==> src/rtl/ctx_pull_report.sv <==
module ctx_pull_report #(
  parameter int NTHREADS = 4,
  parameter int TW = (NTHREADS > 1) ? $clog2(NTHREADS) : 1
) (
  input  logic                  clk,
  input  logic                  rst_n,
  input  logic                  pull_req,
  input  logic [TW-1:0]         pull_thread,
  input  logic [32*NTHREADS-1:0] os_word0,
  input  logic [32*NTHREADS-1:0] os_word2,
  input  logic [32*NTHREADS-1:0] pool_word2,
  input  logic [32*NTHREADS-1:0] phys_word0,
  input  logic [32*NTHREADS-1:0] phys_word2,
  output logic                  busy,
  output logic                  wr_en,
  output logic [7:0]            wr_addr,
  output logic [7:0]            wr_data,
  output logic                  done,
  output logic [NTHREADS-1:0]   clr_os_valid,
  output logic [NTHREADS-1:0]   clr_pool_valid,
  output logic [NTHREADS-1:0]   clr_phys_valid
);

  localparam logic [7:0] ODD_LINE  = 8'h80;
  localparam logic [7:0] RING_OS   = 8'h10;
  localparam logic [7:0] RING_POOL = 8'h20;
  localparam logic [7:0] RING_PHYS = 8'h30;
  localparam logic [7:0] OFS_W0    = 8'h00;
  localparam logic [7:0] OFS_W2    = 8'h08;
  localparam int NBYTES = 17;
  localparam int SNAPW  = 8 * NBYTES;
  localparam int IW     = $clog2(NBYTES);

  typedef enum logic [1:0] {S_IDLE, S_SEND, S_FIN} state_t;

  state_t            state;
  logic [SNAPW-1:0]  snap;
  logic [IW-1:0]     idx;
  logic [TW-1:0]     thr;
  logic [7:0]        base;

  wire accept = (state == S_IDLE) && pull_req;
  wire last   = (state == S_SEND) && (idx == IW'(NBYTES - 1));

  always_ff @(posedge clk) begin
    if (!rst_n) begin
      state <= S_IDLE;
      snap  <= '0;
      idx   <= '0;
      thr   <= '0;
    end else begin
      case (state)
        S_IDLE: if (accept) begin
          state <= S_SEND;
          idx   <= '0;
          thr   <= pull_thread;
          snap  <= {os_word0[32*pull_thread +: 32],
                    os_word2[32*pull_thread +: 32],
                    pool_word2[32*pull_thread +: 32],
                    phys_word0[32*pull_thread +: 32],
                    phys_word2[32*pull_thread+24 +: 8]};
        end
        S_SEND: begin
          snap <= snap << 8;
          idx  <= idx + 1'b1;
          if (last) state <= S_FIN;
        end
        default: state <= S_IDLE;
      endcase
    end
  end

  always_comb begin
    case (idx[IW-1:2])
      3'd0:    base = ODD_LINE + RING_OS   + OFS_W0;
      3'd1:    base = ODD_LINE + RING_OS   + OFS_W2;
      3'd2:    base = ODD_LINE + RING_POOL + OFS_W2;
      3'd3:    base = ODD_LINE + RING_PHYS + OFS_W0;
      default: base = ODD_LINE + RING_PHYS + OFS_W2;
    endcase
  end

  assign busy    = (state != S_IDLE);
  assign wr_en   = (state == S_SEND);
  assign wr_addr = wr_en ? (base + {6'd0, idx[1:0]}) : 8'h00;
  assign wr_data = wr_en ? snap[SNAPW-1 -: 8] : 8'h00;
  assign done    = (state == S_FIN);

  genvar g;
  generate
    for (g = 0; g < NTHREADS; g++) begin : g_clr
      assign clr_os_valid[g]   = done && (thr == TW'(g));
      assign clr_pool_valid[g] = done && (thr == TW'(g));
      assign clr_phys_valid[g] = done && (thr == TW'(g));
    end
  endgenerate

  a_r1_reset_quiet: assert property (@(posedge clk)
    $past(!rst_n) |-> !busy && !wr_en && !done);

  a_r2_accept_starts: assert property (@(posedge clk) disable iff (!rst_n)
    (!busy && pull_req) |=> (busy && wr_en));

  a_r2_busy_held: assert property (@(posedge clk) disable iff (!rst_n)
    (busy && !done) |=> busy);

  a_r3_odd_only: assert property (@(posedge clk) disable iff (!rst_n)
    wr_en |-> wr_addr[7]);

  a_r4_ascending: assert property (@(posedge clk) disable iff (!rst_n)
    (wr_en && $past(wr_en)) |-> (wr_addr > $past(wr_addr)));

  a_r7_done_after_copy: assert property (@(posedge clk) disable iff (!rst_n)
    done |-> ($past(wr_en) && !wr_en));

  a_r7_done_single: assert property (@(posedge clk) disable iff (!rst_n)
    done |=> (!done && !busy));

  a_r7_clr_onehot: assert property (@(posedge clk) disable iff (!rst_n)
    done |-> ($countones(clr_os_valid) == 1 && clr_os_valid == clr_pool_valid
              && clr_os_valid == clr_phys_valid));

  a_r7_clr_only_done: assert property (@(posedge clk) disable iff (!rst_n)
    !done |-> ($onehot0(clr_os_valid) && clr_os_valid == '0
               && clr_pool_valid == '0 && clr_phys_valid == '0));

  a_r9_no_restart: assert property (@(posedge clk) disable iff (!rst_n)
    (wr_en && $past(wr_en)) |-> $stable(clr_os_valid));

endmodule

==> config.mk <==
export PLATFORM = sky130hd
export DESIGN_NAME = ctx_pull_report
export DESIGN_NICKNAME = d
export VERILOG_FILES = /design/src/rtl/ctx_pull_report.sv
export SDC_FILE = /design/constraint.sdc
export NUM_CORES = 1
export LEC_CHECK = 0
export ABC_AREA = 1
export BUFFER_PORTS_ARGS = -buffer_cell sky130_fd_sc_hd__buf_2
export CAP_MARGIN = 20
export CORE_AREA = 2 2 264 266
export CTS_CLUSTER_SIZE = 12
export DETAILED_ROUTE_END_ITERATION = 6
export DIE_AREA = 0 0 266 268
export HOLD_SLACK_MARGIN = 0.03
export PLACE_DENSITY = 0.5
export SLEW_MARGIN = 40
export SYNTH_ARGS = -nofsm -noshare
export SYNTH_HDL_FRONTEND = slang
export SYNTH_SLANG_ARGS = --single-unit
==> constraint.sdc <==
create_clock -name clk -period 1.9 [get_ports clk]
set_input_delay 0.38 -clock clk [delete_from_list [all_inputs] [get_ports clk]]
set_output_delay 0.38 -clock clk [all_outputs]
set_load 0.01 [all_outputs]
==> summary.txt <==
Worst setup path
  • Critical path class: flop to output port
  • Worst Path Arrival: 1.54 ns
  • Kind of start point of the critical path: flop
  • WP data required: 1.52 ns
  • Crit. End Element: output port
  • Worst R2R Setup Slack: 0.21 ns
  • Worst Path Max Fanout: 4

Timing
  • Fmax: 520 MHz
  • Hold Slack: 0.213 ns
  • Final setup margin: -0.0220 ns
  • Final min period: 1.92 ns
  • Setup violators final: 3
  • Final hold vios: 0
  • RSZ-0062 raised after global routing: true
  • Final setup TNS: -0.0655 ns
  • Fin crit share: 101%
  • Final number of max-transition violations: 0
  • Fin Clk Skew: 0.0163 ns

CTS
  • Clock Path Buffers: 2
  • Num CTS Buffers: 17
  • Clk slew on worst S/H paths: 0.06 ns
  • # hold bufs at CTS: 0
  • Clk_lat worst skew: 0.49 ns
  • Clk root buf: clkbuf_16
  • CTS Sinks: 145
  • H-tree depth: 4
  • TritonCTS clock tree: yes

GRT
  • Grt met2 use: 23.3%
  • GR peak layer: met2
  • M3 GR Usage: 2.70%
  • Met1 usage: 17.1%
  • Vias in the first global route: 14.3k
  • Gr ovfl total: 0
  • First-pass GRT wire length: 76,300 um
  • Largest net degree at the start of global routing: 78
  • Gr usage total: 13.7%
  • Initial antenna violation count: 2

Finish
  • Final Non-Filler Cells: 3,786
  • Fin util: 25.1%
  • Fin nets: 3,537
  • Area delta synth->final: 41.2%
  • Register area: 2910 um2
  • Layout cells sized above 1: 24.7%
  • Final Cell Area: 17,200 um2
  • Multi-input logic area: 6650 um2
  • Filler cells: 7,985

Die
  • Die Height: 268 um
  • Area of the die: 71,300 um2
  • Cell Rows: 96
  • Core Area: 68,200 um2
  • I/O Pins: 676
  • Die width: 266 um
  • Starting Density: 17.8%

Worst hold path
  • Min-delay worst type: input port to flop

Synth
  • Number of flops mapped to enable cells by yosys: 0
  • List of most frequent post-synthesis cells: nand2_1, inv_1, nor2_1, a21oi_1, nand3_1
  • Syn Area/Cell: 5.11 um2
  • Top-count cell post-synth: nand2_1
  • Synth area leaders: dfxtp_1, nand2_1, inv_1
  • Yosys warning count: 0
  • Seq/Total Area, Yosys: 23.9%
  • Post-synthesis cell area: 12,200 um2
  • Dominant cell type by area after synthesis: dfxtp_1
  • Post-synth top flop: dfxtp_1
  • Mapped Cells: 2,376
  • Synth cell types: 24
  • Share of the synthesized area in the top cell type: 23.9%
  • Fraction of synthesis flops using an asynchronous set or reset pin: 0%
  • FF+latch count, synth: 145

Place
  • Setup WS pre-CTS: 0.138 ns
  • Post-Place Cell Area: 16,300 um2
  • Placed Instances: 3,746
  • I/O Buffers: 577
  • HPWL Detailed: 39,000 um
  • RePlAce Congestion: 0.847

Run status
  • Failing checks: negative setup slack
  • Status: complete, but fails checks

Routing
  • DR vias: 15.1k
  • Drt wl/cell: 13.2 um
  • Vias per cell: 3.99
  • Initial DRT Pass Iterations: 5
  • Routed WL: 50,100 um
  • Antenna Nets Post-Route: 0
  • First DRT Iteration DRCs: 742
  • Drt drc: 0

Power
  • Pwr/cell area: 578 nW/um2
  • P_leak: 9.47 nW
  • Max VDD drop: 0.670 mV
  • Pwr Total: 9.91 mW

Job
  • Max cap viols: 0
repair_timing:
item	4_1_cts	5_1_grt
pin swaps	2	0
resized for setup	29	22
setup endpoints to repair	25	22
gates cloned	1	0
buffers inserted	5	1
critical path, cell delays in order, from the launching register on:
cell and delay, ns:
dfxtp_2 0.34, inv_4 0.05, nor2_4 0.16, inv_4 0.08, nor3_4 0.20, buf_6 0.15, buf_6 0.10
per-layer routing:
layer	routed length [um]	part of all wire, %
met3	2570	5.1
met5	0	0
met4	1260	2.5
met2	23700	47
met1	22600	45
where the power goes:
group          total (mW)  internal (mW)  switching [mW]
Sequential           3.42           3.29           0.136
Combinational        2.91           1.24            1.66
Clock                3.58           2.17            1.42
worst paths after layout:
check,startpoint,to,cells after the start
hold / removal,os_word0[107],snap[115]$_SDFFE_PN0P_,5
setup reg to reg,state[1]$_SDFFE_PN0P_,snap[108]$_SDFFE_PN0P_,9
setup / recovery,state[1]$_SDFFE_PN0P_,clr_os_valid[0],6
hold reg to reg,snap[2]$_SDFFE_PN0P_,snap[2]$_SDFFE_PN0P_,2
layout by cell type (no fill, tap or decap), types with 2 or more instances in the layout:
cell,netlist,layout
nand2_1,664,663
buf_2,74,567
inv_1,524,520
nor2_1,315,306
a21oi_1,226,226
nand3_1,190,190
dfxtp_1,145,139
o21ai_0,108,107
buf_4,11,51
o21ai_1,26,26
buf_12,0,23
clkbuf_16,0,17
buf_6,1,10
clkbuf_8,0,8
nor2_4,0,6
dfxtp_2,0,5
nor2_2,1,4
clkinv_2,0,4
inv_4,0,3
inv_8,0,2
nor3_4,0,2
nor3_2,0,2
nor3_1,6,2
ha_1,2,2
conb_1,1,2
bufinv_16,0,2
clkinvlp_4,0,2
registers in the layout (all words and copies together) (netlist names):
name / count
snap: 136
idx: 5
thr: 2
state: 2
area by class of cell:
class,instances,share of cell area (%)
antenna,1,0.0146
clock buffer,24,3.04
clock inverter,8,0.576
inverter,527,11.7
multi-input combinational,1545,38.8
sequential,145,17.0
tap,882,6.43
timing repair buffer,654,22.5
logic make-up (layout without fill, tap and decap cells):
group / after synthesis / count (layout) / synth area share, %
other cells: 1 / 3 / 0.0309
simple gates: 1178 / 1178 / 38.5
compound gates: 363 / 363 / 15.0
flops: 145 / 145 / 23.9
buf+inv: 687 / 1213 / 22.4
fa+ha+maj: 2 / 2 / 0.206
Power figures use the tool's default switching activity.
